===== src/rtl/fcra_pkg.sv =====
// Package: shared decode record of the FPU control register access unit.
// Assumes index values 0, 1, 4 and 25 are fixed by the instruction encoding.
package fcra_pkg;
    localparam int unsigned FCRA_IDX_ID  = 0;
    localparam int unsigned FCRA_IDX_CLR = 1;
    localparam int unsigned FCRA_IDX_SET = 4;
    localparam int unsigned FCRA_IDX_CC  = 25;

    typedef struct packed {
        logic rd_id;     // return identification word
        logic rd_mode;   // return mode bit
        logic rd_cc;     // return packed condition-code view
        logic mode_clr;  // clear mode bit at next edge
        logic mode_set;  // set mode bit at next edge
        logic cc_wr;     // accepted condition-code write
        logic trap;      // reserved-instruction exception
    } fcra_dec_t;
endpackage


===== src/rtl/fcra_decode.sv =====
// Module: fcra_decode
// Turns one access (index, direction, gates) into a one-hot-ish action record.
// Assumes the caller qualifies everything with the strobe; purely combinational.
module fcra_decode
    import fcra_pkg::*;
#(
    parameter int unsigned XLEN        = 32,
    parameter int unsigned IDX_W       = 5,
    parameter int unsigned GPR_W       = 5,
    parameter int unsigned PRESENT_BIT = 28
) (
    input  logic             acc_valid,
    input  logic             acc_write,
    input  logic [IDX_W-1:0] ctl_idx,
    input  logic [GPR_W-1:0] src_gpr,
    input  logic [XLEN-1:0]  wr_data,
    input  logic [XLEN-1:0]  fpu_id,
    input  logic             cfg_alias_en,
    output fcra_dec_t        dec
);
    localparam logic [IDX_W-1:0] K_ID  = IDX_W'(FCRA_IDX_ID);
    localparam logic [IDX_W-1:0] K_CLR = IDX_W'(FCRA_IDX_CLR);
    localparam logic [IDX_W-1:0] K_SET = IDX_W'(FCRA_IDX_SET);
    localparam logic [IDX_W-1:0] K_CC  = IDX_W'(FCRA_IDX_CC);

    logic present;
    logic wr_gate;
    logic rd_s;
    logic wr_s;
    logic hi_zero;

    assign present = fpu_id[PRESENT_BIT];
    assign wr_gate = present && (src_gpr == '0);
    assign rd_s    = acc_valid && !acc_write;
    assign wr_s    = acc_valid && acc_write;
    assign hi_zero = (wr_data[XLEN-1:8] == '0);

    // Map index, direction and gates onto the action record.
    always_comb begin
        dec = '0;
        if (rd_s) begin
            unique case (ctl_idx)
                K_ID:    dec.rd_id = 1'b1;
                K_CLR: begin
                    if (present && cfg_alias_en) dec.rd_mode = 1'b1;
                    else if (present)            dec.trap    = 1'b1;
                end
                K_CC:    dec.rd_cc = 1'b1;
                default: ;
            endcase
        end else if (wr_s) begin
            unique case (ctl_idx)
                K_CLR, K_SET: begin
                    if (wr_gate && cfg_alias_en) begin
                        dec.mode_clr = (ctl_idx == K_CLR);
                        dec.mode_set = (ctl_idx == K_SET);
                    end else if (wr_gate) begin
                        dec.trap = 1'b1;
                    end
                end
                K_CC:    dec.cc_wr = hi_zero;
                default: ;
            endcase
        end
    end
endmodule


===== src/rtl/fcra_mode_reg.sv =====
// Module: fcra_mode_reg
// Holds the floating-point register mode bit.
// Assumes clear and set are never requested together.
module fcra_mode_reg (
    input  logic clk,
    input  logic rst_n,
    input  logic clr_req,
    input  logic set_req,
    output logic mode_q
);
    // Apply a clear or set request at the clock edge; reset to 0.
    always_ff @(posedge clk) begin
        if (!rst_n)       mode_q <= 1'b0;
        else if (set_req) mode_q <= 1'b1;
        else if (clr_req) mode_q <= 1'b0;
    end


    no_dual_req_chk: assert property (@(posedge clk) disable iff (!rst_n)
        !(clr_req && set_req));
endmodule


===== src/rtl/fcra_read_mux.sv =====
// Module: fcra_read_mux
// Builds the read result from the decoded read selects.
// Assumes at most one select is active; zero when none is.
module fcra_read_mux
    import fcra_pkg::*;
#(
    parameter int unsigned XLEN = 32
) (
    input  fcra_dec_t       dec,
    input  logic [XLEN-1:0] fpu_id,
    input  logic [XLEN-1:0] fcsr_in,
    input  logic            mode_q,
    output logic [XLEN-1:0] rd_data
);
    logic [XLEN-1:0] cc_view;
    logic [XLEN-1:0] mode_view;

    assign cc_view   = XLEN'({fcsr_in[31:25], fcsr_in[23]});
    assign mode_view = XLEN'(mode_q);

    // Select one read view, or zero.
    always_comb begin
        rd_data = '0;
        if (dec.rd_id)   rd_data = fpu_id;
        if (dec.rd_mode) rd_data = mode_view;
        if (dec.rd_cc)   rd_data = cc_view;
    end
endmodule


===== src/rtl/fpu_ctrl_access.sv =====
// Module: fpu_ctrl_access (top)
// FPU control register read/write unit with the gated user-mode alias
// to the register mode bit. Assumes one access per strobe cycle.
module fpu_ctrl_access
    import fcra_pkg::*;
#(
    parameter int unsigned XLEN        = 32,
    parameter int unsigned IDX_W       = 5,
    parameter int unsigned GPR_W       = 5,
    parameter int unsigned PRESENT_BIT = 28
) (
    input  logic             clk,
    input  logic             rst_n,
    input  logic             acc_valid,
    input  logic             acc_write,
    input  logic [IDX_W-1:0] ctl_idx,
    input  logic [GPR_W-1:0] src_gpr,
    input  logic [XLEN-1:0]  wr_data,
    input  logic [XLEN-1:0]  fpu_id,
    input  logic [XLEN-1:0]  fcsr_in,
    input  logic             cfg_alias_en,
    output logic [XLEN-1:0]  rd_data,
    output logic             mode_bit,
    output logic             ri_pulse,
    output logic             cc_wr_en,
    output logic [7:0]       cc_wr_data
);
    fcra_dec_t dec;

    fcra_decode #(
        .XLEN(XLEN), .IDX_W(IDX_W), .GPR_W(GPR_W), .PRESENT_BIT(PRESENT_BIT)
    ) u_decode (
        .acc_valid(acc_valid), .acc_write(acc_write), .ctl_idx(ctl_idx),
        .src_gpr(src_gpr), .wr_data(wr_data), .fpu_id(fpu_id),
        .cfg_alias_en(cfg_alias_en), .dec(dec)
    );

    fcra_mode_reg u_mode (
        .clk(clk), .rst_n(rst_n),
        .clr_req(dec.mode_clr), .set_req(dec.mode_set), .mode_q(mode_bit)
    );

    fcra_read_mux #(.XLEN(XLEN)) u_rdmux (
        .dec(dec), .fpu_id(fpu_id), .fcsr_in(fcsr_in),
        .mode_q(mode_bit), .rd_data(rd_data)
    );

    assign ri_pulse   = dec.trap;
    assign cc_wr_en   = dec.cc_wr;
    assign cc_wr_data = wr_data[7:0];

    logic alias_idx;
    assign alias_idx = (ctl_idx == IDX_W'(FCRA_IDX_CLR)) ||
                       (ctl_idx == IDX_W'(FCRA_IDX_SET));


    ri_needs_strobe_chk: assert property (@(posedge clk) disable iff (!rst_n)
        ri_pulse |-> acc_valid);

    idle_mode_hold_chk: assert property (@(posedge clk) disable iff (!rst_n)
        !acc_valid |=> $stable(mode_bit));

    trap_keeps_mode_chk: assert property (@(posedge clk) disable iff (!rst_n)
        ri_pulse |=> $stable(mode_bit));

    trap_reads_zero_chk: assert property (@(posedge clk) disable iff (!rst_n)
        ri_pulse |-> (rd_data == '0));

    set_alias_chk: assert property (@(posedge clk) disable iff (!rst_n)
        (acc_valid && acc_write && ctl_idx == IDX_W'(FCRA_IDX_SET) &&
         fpu_id[PRESENT_BIT] && src_gpr == '0 && cfg_alias_en) |=> mode_bit);

    clr_alias_chk: assert property (@(posedge clk) disable iff (!rst_n)
        (acc_valid && acc_write && ctl_idx == IDX_W'(FCRA_IDX_CLR) &&
         fpu_id[PRESENT_BIT] && src_gpr == '0 && cfg_alias_en) |=> !mode_bit);

    ungated_write_chk: assert property (@(posedge clk) disable iff (!rst_n)
        (acc_valid && acc_write && alias_idx &&
         (!fpu_id[PRESENT_BIT] || src_gpr != '0)) |=> $stable(mode_bit));

    ungated_no_trap_chk: assert property (@(posedge clk) disable iff (!rst_n)
        (acc_valid && acc_write && (!fpu_id[PRESENT_BIT] || src_gpr != '0))
        |-> !ri_pulse);

    cc_wr_hi_zero_chk: assert property (@(posedge clk) disable iff (!rst_n)
        cc_wr_en |-> (wr_data[XLEN-1:8] == '0));
endmodule


===== config.mk =====
export PLATFORM = sky130hd
export DESIGN_NAME = fpu_ctrl_access
export DESIGN_NICKNAME = d
export VERILOG_FILES = /design/src/rtl/fcra_pkg.sv /design/src/rtl/fcra_decode.sv /design/src/rtl/fcra_mode_reg.sv /design/src/rtl/fcra_read_mux.sv /design/src/rtl/fpu_ctrl_access.sv
export SDC_FILE = /design/constraint.sdc
export NUM_CORES = 1
export LEC_CHECK = 0
export CORE_UTILIZATION = 16
export CTS_CLUSTER_DIAMETER = 120
export CTS_CLUSTER_SIZE = 40
export DETAILED_ROUTE_END_ITERATION = 7
export GPL_ROUTABILITY_DRIVEN = 1
export PLACE_DENSITY = 0.85
export SYNTH_ARGS = -nofsm -noshare
export SYNTH_HDL_FRONTEND = slang
export SYNTH_SLANG_ARGS = --single-unit

===== constraint.sdc =====
create_clock -name clk -period 2.9 [get_ports clk]
set_input_delay 0.435 -clock clk [delete_from_list [all_inputs] [get_ports clk]]
set_output_delay 0.435 -clock clk [all_outputs]
set_load 0.02 [all_outputs]

# Yosys cells after proc, flatten, opt, wreduce, memory -nomap -nowiden
# Index checks and enable logic that the tools add are counted.
[classes]
muxes = 22
reduce_logical = 11
eq_ne = 3
[op_table]
columns = ["op", "count"]
rows = [
  ["2-to-1 mux 32 bit", 3],
  ["logical NOT 24 bit", 1],
  ["2-to-1 mux 1 bit", 14],
  ["logical NOT 5 bit", 2],
  ["2-to-1 mux 3 bit", 2],
  ["equality test 5 x 1 -> 1 bit, second input constant", 1],
  ["equality test 5 x 3 -> 1 bit, second input constant", 1],
  ["equality test 5 bit, second input constant", 1],
  ["logical AND 1 bit", 5],
  ["2-to-1 mux 2 bit", 2],
  ["2-to-1 mux 4 bit", 1],
  ["nonzero test 2 bit", 1],
  ["OR reduction 2 bit", 1],
  ["logical NOT 1 bit", 1],
]
[word_totals]
input_bits = 111
regBits = 1
wordCells = 37

# Depth between registers and ports, before layout
# Gate-level depths: netlist (run 1).
[depth]
word_depth = 9
depth_mapped = 4
mapped_depth_nobuf = 3

# Cells and area by module
# Synthesis (run 1) repeated with hierarchy kept, for this count alone.
[hier_totals]
cells_unflattened = 95
area_unflattened_um2 = 629.4
[modules_own_cells]
columns = ["mod", "area_each_um2", "instances", "cells_per_inst"]
rows = [
  ["fcra_read_mux", 324.1, 1, 54],
  ["fcra_decode", 203.9, 1, 30],
  ["fpu_ctrl_access", 60.1, 1, 8],
  ["fcra_mode_reg", 41.3, 1, 3],
]

# Least setup slack after synthesis (run 1)
# OpenSTA, ideal clock, no wires.
[synth_path]
kind = "input to output"
start = "input port wr_data[29]"
end = "output port cc_wr_en"
path_buffers = 0
cell_stages = 3
t_required_ns = 2.465
setup_slack_ns = 1.043
arrival_time_ns = 1.422
cell_sequence = "or4_1 > nor4_1 > and3_1"
[synth_between]
elab_chain_len = 4
[synth_lines]
columns = ["element", "line_no", "text"]
rows = [
  ["start: declaration", "fpu_ctrl_access.sv:18", "input logic [XLEN-1:0] wr_data,"],
  ["logical NOT 24 bit", "fcra_decode.sv:36", "assign hi_zero = (wr_data[XLEN-1:8] == '0);"],
  ["2-to-1 mux 1 bit", "fcra_decode.sv:52", "unique case (ctl_idx)"],
  ["2-to-1 mux 4 bit", "fcra_decode.sv:51", "end else if (wr_s) begin"],
  ["2-to-1 mux 3 bit", "fcra_decode.sv:41", "if (rd_s) begin"],
  ["end: declaration", "fpu_ctrl_access.sv:25", "output logic cc_wr_en,"],
]
# No other way between the ends.

# Worst setup path after layout (run 1)
[layout_path]
start = "input port ctl_idx[1]"
end = "output port rd_data[22]"
[layout_between]
elab_chain_len = 6
word_cells_on_any_way = 10
cone_classes = "2 x eq/ne; 7 x mux; 1 x reduce/logical"
[layout_lines]
columns = ["element", "line_no", "text"]
rows = [
  ["start: declaration", "fpu_ctrl_access.sv:16", "input logic [IDX_W-1:0] ctl_idx,"],
  ["logical NOT 5 bit", "fcra_decode.sv:42", "unique case (ctl_idx)"],
  ["2-to-1 mux 1 bit", "fcra_decode.sv:42", ""],
  ["2-to-1 mux 3 bit *", "fcra_decode.sv:41", ""],
  ["2-to-1 mux 32 bit", "fcra_read_mux.sv:24", "if (dec.rd_id) rd_data = fpu_id;"],
  ["2-to-1 mux 32 bit", "fcra_read_mux.sv:25", "if (dec.rd_mode) rd_data = mode_view;"],
  ["2-to-1 mux 32 bit *", "fcra_read_mux.sv:26", "if (dec.rd_cc) rd_data = cc_view;"],
  ["end: declaration", "fpu_ctrl_access.sv:22", "output logic [XLEN-1:0] rd_data,"],
]
# Mark *: on every way between the ends. The rest lies on a longest branch, timed or not.

==> impl_metrics.ini, run 1 <==
[run_status]
status = completed

[critical_path]
critPathLaunch = ctl_idx[1]
cp_num_buf_inv = 4
max_stage_delay_ps = 600
endpoint_kind = output port
crit_top_cell = clkdlybuf4s50_1
critPathMaxFanout = 31
critPathKind = in -> out
crit_path_cell_trace = clkdlybuf4s50_1 -> buf_4 -> nor3b_1 -> and3_1 -> buf_12 -> and2_1 -> clkdlybuf4s50_1
cpMaxStageDelayCell = clkdlybuf4s50_1
timing.rr.start = u_mode.mode_q
startpoint_type = primary input
crit_arrival_ps = 2400
crit_required_ps = 2470
cp_top_family = buffers and inverters

[layout]
utilization_pct = 54.17
fill_cells = 330
syn2layout_area_growth_pct = 223.6
regMostFlops = u_mode.mode_q
largest_reg_flops = 1
antenna_cells = 0
fin_nets = 304
top_regs = u_mode.mode_q (1)
layout-drive-gt1-share_pct = 7.853

[global_routing]
grt_pass1_vias = 916
grt_pass1_wl_um = 3636
grt_max_degree = 32
antenna_found_initial = 0
grt_usage_pct = 12.35
overflow = 0

[floorplanning]
coreArea_sq_mm = 0.003363
io_pins = 154
dieArea_sq_mm = 0.003760
row_count = 21
die_h_um = 61.32
initial_utilization_pct = 16.74
dieWidth_um = 61.32

[synthesis]
yosys_warnings = 0
netlist_area_sq_um = 563.0
ys_async_sr_fraction_pct = 0
ys_types = 26
yosysTopAreaCellShare_pct = 26.67
synth_area_per_cell_sq_um = 7.127
synth_area_leaders = and2_1 (27%), buf_4 (15%), a22o_1 (11%), nor4b_1 (4.7%), dfxtp_1 (3.6%)
yosysMostFrequentCell = and2_1
synth_common_cells = and2_1 (24), buf_4 (11), a22o_1 (7)
yosys.area.top_type = and2_1
synthesis.instances = 79
yosys_register_bits = 1
yosysSeqAreaShare_pct = 3.556
synth_edf_count = 0
postSynthNetCount = 190
synth_ff_type = dfxtp_1

[timing]
hold-worst-slack_ps = 520.4
relSlewSlack_pct = 72.19
slew_viol_final = 0
hold_viol_final = 0
period_minus_slack_ps = 2840
finalCritPeriodShare_pct = 97.92
skew_ps = 0
setup_viol = 0
worst_slew_pin_slew_ps = 411.3
fmax_mhz = 352.1
tns_ps = 0

[min_path]
hp-class = reg -> reg
hp-start = u_mode.mode_q

[cts]
worstSkewPairLatency_ps = 0
clk_pin_slew_ps = 0

[drt]
first_pass_iters = 6
routedWlPerCell_um = 11.71
routed_via_density = 4.489
num_vias = 1064
drtAntennaViolNets = 0
drtIter0Drc = 16
wirelength_um = 2776
drc = 0

[placement]
routabilityCongestion = 0.7792
dp_hpwl_um = 2445
port_buffers = 113

[power]
p_total_uw = 151.0
power_per_cell_area_mw_per_mm2 = 82.89
p_leak_nw = 1.111
irDropWorstVdd_mv = 0.06912

[flow_run]
maxCapViolations = 0
## cells in the final DEF, fill, tap and decap left out, drive strengths merged
cell type      netlist  final
clkdlybuf4s50        0     88
and2                24     24
dlymetal6s2s         0     24
buf                 11     10
a22o                 7      7
inv                  4      4
nor3                 4      4
nand4                3      3
nor4                 3      3
nor4b                3      3
and3                 2      2
o21ai                2      2
or4                  2      2
nor3b                1      1
or3b                 1      1
nand3                1      1
a32o                 1      1
nor2                 1      1
and4                 1      1
and2b                1      1
nor2b                1      1
and4bb               1      1
o2111ai              1      1
a21oi                1      1
a31o                 1      1
a31oi                1      1
dlygate4sd2          0      1
dfxtp                1      1
## path summary, 6_finish.rpt
path / to / slack [ps] / depth (start not counted)
worst max-delay path: rd_data[22] / 60 / 7
worst min-delay path: u_mode.mode_q / 520 / 2
worst max register to register: u_mode.mode_q / 2070 / 3
worst min register to register: u_mode.mode_q / 520 / 2
## per-layer routing
layer  vias up  routed length, um  track usage (%)
met4         0                 23           0.9740
li1        509                  -                -
met3         4                321            1.261
met5         -                  0                0
met1       469                881            12.72
met2        82               1550            26.86
## logic make-up after synthesis
logic type             count (synthesis)  share of synthesized area (%)
AOI/OAI and AO/OA                     14                          19.56
buffers and inverters                 15                          17.33
DFF                                    1                          3.556
and+or+nand+nor                       49                          59.56
## final cells by class
cell class              count  area (sq um)  area share, %
well taps                  46         57.56          3.159
multi-input cells          63         451.7          24.79
repair buffers            123          1277          70.12
flip-flops and latches      1         20.02          1.099
inverters                   4         15.01         0.8242
## per-stage QoR
step | setup WS [ps] | std cells | cell area (sq um)
final | 60.26 | 237 | 1822
after global routing | -34.06 | 237 | 1822
after CTS | 19.30 | 237 | 1755
after detailed placement | 2.368 | 237 | 1757
after global placement | -2.963 | 237 | 1757
after floorplan | 1043 | 79 | 563.0
## where the power goes
| part | total, mW | internal [mW] | switching (mW) |
|---|---|---|---|
| clock | 0 | 0 | 0 |
| sequential | 0.0141 | 0.0141 | 0.0000316 |
| combinational | 0.137 | 0.107 | 0.0303 |
## worst reg2reg max path: stages (launching register included)
cell	delay (ps)
dfxtp_1	360
inv_1	60
a31o_2	210
a31oi_1	140
## what timing repair did
item                                    CTS  global route
hold buffers                              0             0
buffers inserted                          0             0
endpoints found under the setup margin    1            25
gates resized for setup                   1            25
Power figures use the tool's default switching activity.
==> run 2: changes to the inputs <==
CTS_BUF_LIST = sky130_fd_sc_hd__clkbuf_16   (was unset)
==> results of run 2 <==
Same layout as run 1: the final DEF is identical, and so are final timing and power.
==> run 3: changes to the inputs <==
CAP_MARGIN = 20   (was unset)
SKIP_CTS_REPAIR_TIMING = 1   (was unset)
==> run 3 against run 2 <==
Compared with the run above: clock skew unchanged; largest power group unchanged; first-iteration DRC count unchanged; die area is the same; critical path type unchanged.
==> impl_metrics.ini, run 3 (synthesis gave the netlist of run 1 again) <==
[run_status]
status = completed

[critical_path]
crit_top_cell = clkdlybuf4s50_1
startpoint_type = primary input
timing.rr.end = u_mode.mode_q
ff2ff_setup_slack_ps = 2070
crit_arrival_ps = 2400
endpoint_kind = output port
timing.rr.start = u_mode.mode_q
cp_top_family = buffers and inverters
cpMaxStageDelayCell = clkdlybuf4s50_1
critPathMaxFanout = 31
cp_num_buf_inv = 4
crit_path_cell_trace = clkdlybuf4s50_1 -> buf_4 -> nor3b_1 -> and3_1 -> buf_12 -> and2_1 -> clkdlybuf4s50_1
critPathKind = in -> out
r2r_cells = 3
max_stage_delay_ps = 600
crit_required_ps = 2470

[drt]
routedWlPerCell_um = 11.72
wirelength_um = 2778
drtAntennaViolNets = 0
drtIter0Drc = 16
num_vias = 1064
drc = 0
first_pass_iters = 6
routed_via_density = 4.489

[timing]
fmax_mhz = 352.1
skew_ps = 0
period_minus_slack_ps = 2840
finalCritPeriodShare_pct = 97.93
tns_ps = 0
slew_viol_final = 0
worst_slew_pin_slew_ps = 411.3
hold_viol_final = 0
setup_viol = 0
relSlewSlack_pct = 72.19

[placement]
port_buffers = 113
dp_hpwl_um = 2445
routabilityCongestion = 0.7792
placed_area_sq_mm = 0.001757

[floorplanning]
die_h_um = 61.32
initial_utilization_pct = 16.74
coreArea_sq_mm = 0.003363
dieWidth_um = 61.32
io_pins = 154
row_count = 21
dieArea_sq_mm = 0.003760

[power]
irDropWorstVdd_mv = 0.06912
power_per_cell_area_mw_per_mm2 = 82.74
p_leak_nw = 1.125
p_total_uw = 151.1

[cts]
worstSkewPairLatency_ps = 0
clk_pin_slew_ps = 0

[global_routing]
grt_pass1_wl_um = 3636
grt_usage_pct = 12.35
antenna_found_initial = 0
grt_pass1_vias = 916
grt_max_degree = 32
overflow = 0

[min_path]
hp-class = reg -> reg
worstHoldEndpoint = u_mode.mode_q
hold-path-cell-count = 2
hp-start = u_mode.mode_q

[layout]
fin_nets = 304
fill_cells = 330
final_cell_mix = clkdlybuf4s50_1 (88), dlymetal6s2s_1 (25), and2_1 (24)
top_regs = u_mode.mode_q (1)
largest_reg_flops = 1
final_common_cell = clkdlybuf4s50_1
antenna_cells = 0
layout-drive-gt1-share_pct = 7.853
utilization_pct = 54.28
regMostFlops = u_mode.mode_q
syn2layout_area_growth_pct = 224.2
design_area_sq_mm = 0.001826

[flow_run]
maxCapViolations = 0
## run 3: cell count changes in the layout (fill, tap and decap cells not counted)
| cell | previous run | this run |
|---|---|---|
| dlygate4sd2_1 | 1 | 0 |
| dlymetal6s2s_1 | 24 | 25 |
## run 3: worst max path at each step
stage,from,endpoint,slack (ps),depth (start not counted)
6_report,ctl_idx[1],rd_data[22],60,7
4_1_cts,acc_valid,rd_data[1],-1,6
3_3_place_gp,acc_valid,rd_data[1],-3,6
5_1_grt,ctl_idx[2],rd_data[10],-30,7
3_5_place_dp,acc_valid,rd_data[1],2,6
2_1_floorplan,wr_data[29],cc_wr_en,1040,3
## run 3: layer usage
layer  global-route usage (%)  vias up  wire [um]
met3                    1.261        4        321
met1                    12.72      469        882
li1                         -      509          -
met4                   0.9740        0         23
met2                    26.86       82       1551
met5                        0        -          0
## run 3: report_power, final
group | internal, mW | switching [mW]
Clock | 0 | 0
Sequential | 0.0141 | 0.0000316
Combinational | 0.107 | 0.0303
## run 3: final cells by class
cell class	instances	area (sq um)	share of cell area (%)
Inverter	4	15.01	0.8225
Multi-Input combinational cell	63	451.7	24.74
Sequential cell	1	20.02	1.097
Tap cell	46	57.56	3.153
Timing Repair Buffer	123	1281	70.19
## run 3: worst register-to-register path: cells and delay by family, from the launching register on
kind,cells,cell delay (ps)
DFF,1,360
AOI/OAI and AO/OA,2,350
buffers and inverters,1,60
## run 3: metrics by stage
stage               instances  worst slack (ps)  hold WS [ps]
CTS                       237            -1.486         527.8
global route              237            -34.06         583.8
finish                    237             60.11         520.4
floorplan                  79              1043         544.3
detailed placement        237             2.368         532.1
global placement          237            -2.963         519.6
